[config.mk]
export PLATFORM = sky130hd
export DESIGN_NAME = pa_level_table
export DESIGN_NICKNAME = d
export VERILOG_FILES = /design/src/rtl/pa_table_pkg.sv /design/src/rtl/pa_index_counter.sv /design/src/rtl/pa_entry_store.sv /design/src/rtl/pa_read_port.sv /design/src/rtl/pa_level_table.sv
export SDC_FILE = /design/constraint.sdc
export NUM_CORES = 1
export LEC_CHECK = 0
export BUFFER_PORTS_ARGS = -buffer_cell sky130_fd_sc_hd__buf_2
export CAP_MARGIN = 20
export CORE_ASPECT_RATIO = 1.25
export CORE_MARGIN = 8
export CORE_UTILIZATION = 33
export DETAILED_ROUTE_END_ITERATION = 10
export PLACE_DENSITY = 0.47
export SLEW_MARGIN = 20
export SYNTH_ARGS = -nofsm -noshare
export SYNTH_HDL_FRONTEND = slang
export SYNTH_SLANG_ARGS = --single-unit
export TNS_END_PERCENT = 100
[constraint.sdc]
create_clock -name clk -period 1.8 [get_ports clk]
set_input_delay 0 -clock clk [delete_from_list [all_inputs] [get_ports clk]]
set_output_delay 0 -clock clk [all_outputs]
set_load 0.1 [all_outputs]
[src/rtl/pa_table_pkg.sv]
package pa_table_pkg;
  localparam int PT_ENTRIES = 8;
  localparam int PT_WIDTH   = 8;

  typedef enum logic [1:0] {
    ACC_NONE  = 2'd0,
    ACC_WRITE = 2'd1,
    ACC_READ  = 2'd2
  } acc_kind_e;

  function automatic acc_kind_e pick_access(input logic active,
                                            input logic wv,
                                            input logic rv);
    if (!active)  return ACC_NONE;
    else if (wv)  return ACC_WRITE;
    else if (rv)  return ACC_READ;
    else          return ACC_NONE;
  endfunction
endpackage

[src/rtl/pa_index_counter.sv]
module pa_index_counter #(
  parameter int ENTRIES = 8,
  localparam int IDX_W = $clog2(ENTRIES)
) (
  input  logic             clk,
  input  logic             rst_n,
  input  logic             clr,
  input  logic             step,
  output logic [IDX_W-1:0] idx
);
  localparam logic [IDX_W-1:0] LAST = IDX_W'(ENTRIES - 1);

  always_ff @(posedge clk or negedge rst_n) begin
    if (!rst_n)         idx <= '0;
    else if (clr)       idx <= '0;
    else if (step) begin
      if (idx == LAST)  idx <= '0;
      else              idx <= idx + IDX_W'(1);
    end
  end
endmodule

[src/rtl/pa_entry_store.sv]
module pa_entry_store #(
  parameter int ENTRIES = 8,
  parameter int WIDTH   = 8,
  localparam int IDX_W = $clog2(ENTRIES)
) (
  input  logic                           clk,
  input  logic                           rst_n,
  input  logic                           wipe,
  input  logic                           we,
  input  logic [IDX_W-1:0]               widx,
  input  logic [WIDTH-1:0]               wdata,
  output logic [ENTRIES-1:0][WIDTH-1:0]  entries
);
  logic [ENTRIES-1:0] hit;

  always_comb begin
    hit = '0;
    hit[widx] = we;
  end

  for (genvar e = 0; e < ENTRIES; e++) begin : g_entry
    always_ff @(posedge clk or negedge rst_n) begin
      if (!rst_n)       entries[e] <= '0;
      else if (wipe)    entries[e] <= '0;
      else if (hit[e])  entries[e] <= wdata;
    end
  end
endmodule

[src/rtl/pa_read_port.sv]
module pa_read_port #(
  parameter int ENTRIES = 8,
  parameter int WIDTH   = 8,
  localparam int IDX_W = $clog2(ENTRIES)
) (
  input  logic                           clk,
  input  logic                           rst_n,
  input  logic                           take,
  input  logic [IDX_W-1:0]               ridx,
  input  logic [ENTRIES-1:0][WIDTH-1:0]  entries,
  output logic [WIDTH-1:0]               rdata,
  output logic                           rvalid
);
  always_ff @(posedge clk or negedge rst_n) begin
    if (!rst_n) begin
      rdata  <= '0;
      rvalid <= 1'b0;
    end else begin
      rvalid <= take;
      if (take) rdata <= entries[ridx];
    end
  end
endmodule

[src/rtl/pa_level_table.sv]
module pa_level_table
  import pa_table_pkg::*;
#(
  parameter int ENTRIES = PT_ENTRIES,
  parameter int WIDTH   = PT_WIDTH,
  localparam int IDX_W = $clog2(ENTRIES)
) (
  input  logic             clk,
  input  logic             rst_n,
  input  logic             cs_n,
  input  logic             sleep,
  input  logic             wr_valid,
  input  logic [WIDTH-1:0] wr_data,
  input  logic             rd_valid,
  input  logic [IDX_W-1:0] pwr_sel,
  output logic [WIDTH-1:0] rd_data,
  output logic             rd_resp_valid,
  output logic [WIDTH-1:0] pa_setting
);
  acc_kind_e                     acc;
  logic [IDX_W-1:0]              cur_idx;
  logic [ENTRIES-1:0][WIDTH-1:0] table_q;

  always_comb acc = pick_access(!cs_n && !sleep, wr_valid, rd_valid);

  pa_index_counter #(.ENTRIES(ENTRIES)) u_idx (
    .clk   (clk),
    .rst_n (rst_n),
    .clr   (cs_n | sleep),
    .step  (acc != ACC_NONE),
    .idx   (cur_idx)
  );

  pa_entry_store #(.ENTRIES(ENTRIES), .WIDTH(WIDTH)) u_store (
    .clk     (clk),
    .rst_n   (rst_n),
    .wipe    (sleep),
    .we      (acc == ACC_WRITE),
    .widx    (cur_idx),
    .wdata   (wr_data),
    .entries (table_q)
  );

  pa_read_port #(.ENTRIES(ENTRIES), .WIDTH(WIDTH)) u_rd (
    .clk     (clk),
    .rst_n   (rst_n),
    .take    (acc == ACC_READ),
    .ridx    (cur_idx),
    .entries (table_q),
    .rdata   (rd_data),
    .rvalid  (rd_resp_valid)
  );

  assign pa_setting = table_q[pwr_sel];
endmodule

==> impl_results.md, run 1 <==
- Register bit total from synthesis: 76
- Multi-input gate area: 0.00211 mm2
- CP startpoint kind: flop
- Critical Path Sink: pa_setting[0]
- FF-to-FF setup slack: 0.10 ns
- Maximum vdd drop: 0.000468 V
- Ys Warns: 0
- Period utilisation layout: 0.981
- Via-per-instance ratio: 5.48
- Lkg Pwr: 2.13 nW
- RSZ-0062 raised after global routing: false
- Num CTS Buffers: 9
- Average cell area after synthesis: 9.88 um2
- Post-synthesis cell count: 428
- Layout net count: 495
- Area grow syn2layout: 23.8%
- Final ANT Viol Nets: 0
- Largest net degree at the start of global routing: 44
- Worst skew pair latency: 0.35 ns
- First-pass GRT wire length: 21900 um
- Routed len/inst: 21.0 um
- Vias in the first global route: 3606
- P per Cell Area: 915 mW/mm2
- Die Width: 117 um
- I/O pin cnt: 34
- Fin crit period: 1.77 ns
- Top_reg_cell synth: dfrtp_1
- GR Overflow Total: 0
- Worst Hold Class: input port to flop
- Crit. End Element: primary output
- Initial detailed-routing violation count: 291
- Initial antenna violation count: 0
- Slew Viols, Final: 0
- Final setup TNS: 0 ns
- CTS tree: yes
- Max Freq: 0.567 GHz
- Clk slew on worst S/H paths: 0.06 ns
- Post-synthesis sequential area ratio: 0.450
- Max FO, Critical Path: 3
- Final hold slack: 0.0388 ns
- Fin Clk Skew: 0.00850 ns
- Maximum clock path buffer count: 2
- Routability cong.: 0.826
- FILL cells: 1227
- N_diodes: 0
- Final WL: 13600 um
- Root buf cell: clkbuf_16
- Asr flop ratio synth: 1.00
- Detail Placement HPWL: 9470 um
- Row count: 46
- Reg-to-Reg Start: u_idx.idx[2]
- Post-Syn Nets: 447
- FF-to-FF path depth: 6
- Core area: 0.0126 mm2
- Post-synth EDFFs: 0
- Final Setup Violations: 0
- Port bufs: 33
- Data required time of the critical path: 1.80 ns
- Crit Path Class: flop to primary output
- CP Launch Point: u_store.entries[56]
- Slew @ Worst Pin: 0.596 ns
- Slew Limit Headroom: 0.603
- Die Area: 0.0167 mm2
- Initial Utilization: 0.335
- Maxcap violations: 0
- Critical Path AT: 1.77 ns
- DRC: 0
- DRT Pass-1 Iters: 5
- Share of layout cells above drive strength 1: 0.254
- Synth Cell Area: 0.00423 mm2
- Total track usage: 0.176
- CTS H-Tree Depth: 3
- Die Y: 143 um
- Outcome: complete, no violations
- Distinct cells, synth: 39
- Total number of vias: 3559
- Clk sinks: 76
- Reg2reg end: u_store.entries[26]
- FF/Latch Area: 0.00190 mm2
- Final hold viol count: 0
metal layers:
| metal | GRT usage | routed length (um) | vias to the layer above |
|---|---|---|---|
| met1 | 0.229 | 5740 | 1779 |
| li1 | - | - | 1632 |
| met3 | 0.0280 | 736 | 31 |
| met5 | 0 | 0 | - |
| met2 | 0.275 | 6640 | 117 |
| met4 | 0.0885 | 514 | 0 |
area by class of cell:
cell class,count,share of cell area
clock buffers,9,0.0430
clock inverters,7,0.0280
inverters,3,0.00215
multi-input cells,306,0.402
flip-flops and latches,76,0.364
well taps,168,0.0402
repair buffers,80,0.120
where the power goes:
group / internal [mW] / switching (mW) / total, mW / leakage, nW
clock network: 1.51 / 0.776 / 2.28 / 0.180
registers: 1.76 / 0.0344 / 1.79 / 1.04
logic: 0.172 / 0.544 / 0.717 / 0.912
logic make-up after synthesis:
family	synth area share
mux	0.192
compound gates	0.122
flops	0.450
fa+ha+maj	0.00592
simple gates	0.179
buf+inv	0.0518
through the flow:
stage	cell area (um2)	util	std cells	total power [mW]	worst slack, ns
2_1_floorplan	4230	-	428	2.31	0.233
3_3_place_gp	4730	0.375	623	2.53	0.0425
3_5_place_dp	4730	0.375	623	2.53	0.0358
4_1_cts	5220	0.414	649	4.84	0.00705
5_1_grt	5240	0.415	649	4.95	0.000250
6_report	5240	0.415	649	4.79	0.0349
placed cells by master (no fill, tap or decap), types with 5 or more instances in the layout:
master,synthesis,routed
buf_4,2,38
mux2i_1,27,27
a31oi_1,6,6
nor2b_1,6,6
clkbuf_16,0,9
nor2_1,28,28
dfrtp_1,76,74
dlygate4sd3_1,0,10
a21oi_1,55,55
nor3_1,6,6
o21ai_0,5,5
mux2_2,12,12
nand3_1,49,49
buf_2,13,24
nand2_1,61,61
mux4_2,18,18
worst max-delay path: stages (launching register included):
cell and delay, ns:
dfrtp_1 0.40, mux4_2 0.48, mux2_2 0.30, buf_4 0.24
worst min path at each step:
stage               startpoint                  to  slack, ns  cells after the start
floorplan                rst_n        u_idx.idx[0]      -0.30                      0
global placement         rst_n  u_store.entries[8]       0.05                      1
detailed placement       rst_n  u_store.entries[8]       0.05                      1
CTS                   wr_valid       u_rd.rdata[0]       0.03                      4
global route          wr_valid       u_rd.rdata[0]       0.08                      4
finish                wr_valid       u_rd.rdata[0]       0.04                      4
synth_stat cells (all sizes together), types with 3 or more instances:
| library cell | instances | area, um2 |
|---|---|---|
| o21ai | 6 | 30.0 |
| buf | 19 | 118 |
| dfrtp | 76 | 1900 |
| mux2i | 27 | 270 |
| a21oi | 55 | 275 |
| nor3 | 6 | 30.0 |
| nand3 | 49 | 245 |
| nor2 | 28 | 105 |
| mux4 | 18 | 405 |
| mux2 | 12 | 135 |
| and3 | 3 | 18.8 |
| a31oi | 6 | 37.5 |
| inv | 3 | 11.3 |
| nand2 | 61 | 229 |
| clkbuf | 24 | 90.1 |
| a211oi | 4 | 30.0 |
| nor2b | 6 | 37.5 |
flip-flops by register name, summed over array words and instances (netlist names):
register / cells
u_idx.idx: 3
u_rd.rdata: 8
u_rd.rvalid: 1
u_store.entries: 64
repair_timing:
item | CTS | global route
endpoints found under the setup margin | 8 | 9
hold endpoints to repair | 78 | 0
hold buffers | 10 | 0
resized for setup | 8 | 6
buffers inserted | 0 | 0
No activity file was read; power rests on OpenSTA's default activity.
==> run 2: changes to the inputs <==
Settings changed: SYNTH_HIERARCHICAL set to 1.
==> run 2 against run 1 <==
  * Sequential cell count is the same
  * Total power shrank 16%
  * Die area grew 6.8%
  * Critical endpoint unchanged
  * Largest power group unchanged
==> impl_results.md, run 2 <==
- Top Registers: u_store/entries: 64 flops, u_rd/rdata: 8 flops, u_idx/idx: 3 flops
- Maxcap violations: 0
- FF-to-FF path depth: 4
- Final ANT Viol Nets: 0
- Slew Limit Headroom: 0.601
- Hold path start: wr_valid
- Top_reg_cell synth: dfrtp_1
- Via-per-instance ratio: 5.22
- Pre-CTS setup slack: 0.171 ns
- Most frequent cells in the layout: 90 x mux2i_1, 75 x dfrtp_1, 74 x nand2b_1, 36 x buf_4, 24 x buf_2
- DRT Pass-1 Iters: 4
- Max FO, Critical Path: 3
- Setup Fix Bufs, Post-CTS: 0
- RSZ-0062 raised after global routing: false
- Root buf cell: clkbuf_16
- Synth top area share: 0.417
- Pwr Total: 4.01 mW
- Non-Filler Instances: 597
- Final setup TNS: 0 ns
- Die Width: 121 um
- Synth Cell Area: 0.00456 mm2
- Clk slew on worst S/H paths: 0.06 ns
- Initial antenna violation count: 0
- Post-synth top cells: 90 x mux2i_1, 76 x dfrtp_1, 74 x nand2b_1
- Port bufs: 33
- Worst setup margin: 0.0519 ns
- Num CTS Buffers: 9
- Reg-to-Reg Start: u_idx/idx[0]
- Clk sinks: 76
- Top-count cell post-synth: mux2i_1
- Row count: 48
- Register bit total from synthesis: 76
- Detail Placement HPWL: 8850 um
- Area grow syn2layout: 17.7%
- Hold Path End: u_rd/rvalid
- Max Freq: 0.572 GHz
- CTS tree: yes
- Final Setup Violations: 0
- Post-layout util: 0.393
- CP startpoint kind: flop
- Die Y: 147 um
- Average cell area after synthesis: 12.1 um2
- DRC: 0
- N_diodes: 0
- Largest net degree at the start of global routing: 73
- Asr flop ratio synth: 1.00
- Crit Path Class: flop to primary output
- Crit. End Element: primary output
- Critical Path AT: 1.75 ns
- Cell taking the most area after synthesis: dfrtp_1
- Share of layout cells above drive strength 1: 0.235
- CP Launch Point: u_store/entries[24]
- Routed len/inst: 21.8 um
- Cells after DPL: 580
- P per Cell Area: 748 mW/mm2
- Hold Path Depth: 3
- Post-synthesis cell count: 376
- Fin crit period: 1.75 ns
- Slew Viols, Final: 0
- Worst Hold Class: input port to flop
- Initial detailed-routing violation count: 95
- Reg2reg end: u_rd/rdata[0]
- Post-synthesis sequential area ratio: 0.417
- Maximum vdd drop: 0.000361 V
- GR Overflow Total: 0
- Outcome: complete, no violations
- Lkg Pwr: 2.79 nW
- Synth area leaders: dfrtp_1 42%, mux2i_1 20%, nand2b_1 10%, mux4_1 8.6%, nor2b_1 2.2%
- Routability cong.: 0.755
- Post-synth EDFFs: 0
- Largest register FFs: 64
- I/O pin cnt: 34
- Initial Utilization: 0.334
- Total number of vias: 3119
- FF-to-FF setup slack: 0.15 ns
- Maximum clock path buffer count: 2
- Largest Register: u_store/entries
- Data required time of the critical path: 1.80 ns
- CTS H-Tree Depth: 3
- Period utilisation layout: 0.971
- Post-Syn Nets: 395
- Final hold viol count: 0
- Worst skew pair latency: 0.34 ns
- Core area: 0.0136 mm2
- First-pass GRT wire length: 20500 um
- Distinct cells, synth: 31
- Ys Warns: 6
- Fin Clk Skew: 0.00728 ns
- Layout net count: 436
- Commonest non-fill, non-tap cell in the layout: mux2i_1
- Vias in the first global route: 3364
- Final WL: 13000 um
- Total track usage: 0.152
- Die Area: 0.0178 mm2
- Slew @ Worst Pin: 0.599 ns
run 2: changes by cell type after synthesis, sizes merged, moves of 8 or more:
cell | before | now
nor2b | 6 | 16
a21oi | 55 | 1
nand2 | 61 | 0
nand3 | 49 | 8
a22oi | 0 | 8
a41o | 0 | 8
nand2b | 1 | 74
nor2 | 28 | 6
mux2i | 27 | 90
run 2: logic make-up after synthesis:
group	Yosys count	share of synthesized area
adder cells (fa/ha/maj)	2	0.00549
flip-flops	76	0.417
AND/OR/NAND/NOR	118	0.166
buffers and inverters	41	0.0538
AO/OA/AOI/OAI	25	0.0481
multiplexers	114	0.309
run 2: power breakdown:
group / internal (mW) / switching, mW / total, mW
registers: 1.73 / 0.0171 / 1.74
logic: 0.130 / 0.265 / 0.394
clock network: 1.15 / 0.727 / 1.87
run 2: layer usage:
layer  vias to the layer above  global-route usage  wire, um
li1                       1433                   -         -
met1                      1624               0.200      6020
met2                        49               0.246      6400
met3                        13              0.0271       393
met4                         0              0.0470       174
met5                         -                   0         0
run 2: cell type report:
| class | instances | area [um2] |
|---|---|---|
| Tap cell | 175 | 219 |
| Timing Repair Buffer | 70 | 519 |
| Clock inverter | 4 | 47.5 |
| Fill cell | 1321 | 8270 |
| Clock buffer | 12 | 256 |
| Multi-Input combinational cell | 259 | 2410 |
| Sequential cell | 76 | 1900 |
| Inverter | 1 | 3.75 |
run 2: per-stage QoR:
stage	area (um2)	hold WS, ns
floorplan	4560	-0.296
global placement	5000	-0.0217
detailed placement	5000	-0.0178
CTS	5350	0.0554
global route	5360	0.0702
finish	5360	0.0649
run 2: worst max-delay path by stage:
stage | endpoint | slack [ns]
final | pa_setting[0] | 0.05
after global routing | pa_setting[7] | 0.003
after CTS | pa_setting[0] | 0.005
after detailed placement | u_rd/rdata[0] | 0.17
after global placement | u_rd/rdata[0] | 0.17
after floorplan | u_rd/rdata[4] | 0.22
run 2: critical path, stage by stage, from the launching register on:
cell     delay (ns)
dfrtp_1        0.40
mux4_1         0.53
mux2_2         0.30
buf_6          0.19
run 2: repair_timing:
| item | in CTS | in global routing |
|---|---|---|
| endpoints found under the setup margin | 8 | 5 |
| hold buffers | 1 | 0 |
| resized for setup | 10 | 5 |
| endpoints found under the hold margin | 27 | 0 |
==> run 3: changes to the inputs <==
Settings changed: CORE_ASPECT_RATIO 1.25 to 1.1.
==> run 3 against run 2 <==
  * Register-to-register slack gained 0.10 ns
  * Global-route usage down 0.47 points
  * Sequential cell count is the same
  * Critical path depth stayed put
  * Total power down 1.5%
  * Die area shrank 0.11%
  * Highest routed layer unchanged
  * Utilization grew 0.058 points
  * Clock skew is 0.0018 ns lower
==> impl_results.md, run 3 (synthesis gave the netlist of run 2 again) <==
- Maximum clock path buffer count: 2
- Detail Placement HPWL: 8470 um
- Reg-to-Reg Start: u_idx/idx[1]
- Layout net count: 434
- Slew Viols, Final: 0
- Share of layout cells above drive strength 1: 0.232
- Maxcap violations: 0
- Worst Hold Class: input port to flop
- Final WL: 12600 um
- Top Registers: u_store/entries: 64 flops, u_rd/rdata: 8 flops, u_idx/idx: 3 flops
- Slew @ Worst Pin: 0.584 ns
- Vias in the first global route: 3233
- CTS tree: yes
- DRC: 0
- Most frequent cells in the layout: 90 x mux2i_1, 75 x dfrtp_1, 74 x nand2b_1, 34 x buf_4, 24 x buf_2
- CP Launch Point: u_store/entries[14]
- Crit. End Element: primary output
- Largest net degree at the start of global routing: 73
- FF/Latch Area: 0.00190 mm2
- Period utilisation layout: 0.973
- Final Setup Violations: 0
- Worst skew pair latency: 0.34 ns
- I/O pin cnt: 34
- Total number of vias: 3048
- Critical Path Sink: pa_setting[6]
- Initial antenna violation count: 0
- Non-Filler Instances: 607
- Row count: 45
- Commonest non-fill, non-tap cell in the layout: mux2i_1
- Data required time of the critical path: 1.80 ns
- Core area: 0.0136 mm2
- Maximum vdd drop: 0.000342 V
- Routability cong.: 0.749
- FF-to-FF path depth: 3
- Area grow syn2layout: 17.8%
- FILL cells: 1362
- Final setup TNS: 0 ns
- Largest Register: u_store/entries
- Setup Fix Bufs, Post-CTS: 0
- Die Y: 139 um
- First-pass GRT wire length: 19700 um
- RSZ-0062 raised after global routing: false
- Initial Utilization: 0.334
- Num CTS Buffers: 9
- Outcome: complete, no violations
- Max Freq: 0.571 GHz
- Slew Limit Headroom: 0.611
- Routed len/inst: 20.7 um
- Port bufs: 33
- Clk slew on worst S/H paths: 0.06 ns
- Lkg Pwr: 2.79 nW
- Crit Path Class: flop to primary output
- P per Cell Area: 736 mW/mm2
- Multi-input gate area: 0.00242 mm2
- Fin crit period: 1.75 ns
- Die Area: 0.0178 mm2
- Critical Path AT: 1.75 ns
- Initial detailed-routing violation count: 123
- Clk sinks: 76
- Via-per-instance ratio: 5.02
- FF-to-FF setup slack: 0.25 ns
- Root buf cell: clkbuf_16
- Die Width: 128 um
- DRT Pass-1 Iters: 4
- GR Overflow Total: 0
- Cells after DPL: 591
- CP startpoint kind: flop
- Total track usage: 0.147
- CTS H-Tree Depth: 3
- N_diodes: 0
- Largest register FFs: 64
- Reg2reg end: u_store/entries[3]
- Max FO, Critical Path: 3
- Final hold viol count: 0
- Fin Clk Skew: 0.00552 ns
- Final ANT Viol Nets: 0
-- run 3: worst min-delay path by stage --
stage                  start             endpoint  slack, ns  cells past startpoint
finish              wr_valid          u_rd/rvalid       0.05                      3
global route        wr_valid          u_rd/rvalid       0.05                      3
CTS                 wr_valid          u_rd/rvalid       0.04                      3
detailed placement     rst_n  u_store/entries[16]      -0.01                      1
global placement       rst_n  u_store/entries[24]      -0.01                      1
floorplan              rst_n         u_idx/idx[0]      -0.30                      0
-- run 3: final cells by class --
class / instances / share of cell area
inverters: 1 / 0.000699
repair buffers: 68 / 0.0962
clock inverters: 5 / 0.00979
multi-input cells: 259 / 0.450
clock buffers: 10 / 0.0445
flip-flops and latches: 76 / 0.354
well taps: 188 / 0.0438
-- run 3: layer usage --
layer / wire length [um] / track usage / share of wire
met1: 6020 / 0.197 / 0.48
met2: 5950 / 0.230 / 0.47
met3: 344 / 0.0176 / 0.027
met4: 248 / 0.0683 / 0.020
met5: 0 / 0 / 0
-- run 3: critical path, cell delays in order, from the launching register on --
cell and delay [ns]:
dfrtp_1 0.40, mux4_1 0.50, mux2_4 0.32, buf_8 0.18
-- run 3: power by group --
| group | total, mW | switching [mW] | internal [mW] |
|---|---|---|---|
| sequential | 1.74 | 0.0157 | 1.73 |
| clock | 1.82 | 0.720 | 1.10 |
| combinational | 0.390 | 0.263 | 0.128 |
-- run 3: through the flow --
| step | util | worst slack (ns) | hold slack (ns) | instance area [um2] | total power [mW] |
|---|---|---|---|---|---|
| 4_1_cts | 0.392 | 0.00122 | 0.0354 | 5340 | 4.00 |
| 5_1_grt | 0.394 | 0.00245 | 0.0529 | 5370 | 4.08 |
| 3_3_place_gp | 0.368 | 0.124 | -0.0106 | 5020 | 2.17 |
| 3_5_place_dp | 0.368 | 0.120 | -0.0128 | 5020 | 2.17 |
| 6_report | 0.394 | 0.0487 | 0.0505 | 5370 | 3.95 |
| 2_1_floorplan | - | 0.219 | -0.296 | 4560 | 2.04 |
-- run 3: repair_timing --
item | CTS | global route
endpoints found under the hold margin | 31 | 0
hold buffers | 1 | 0
gates resized for setup | 9 | 7
endpoints found under the setup margin | 8 | 6
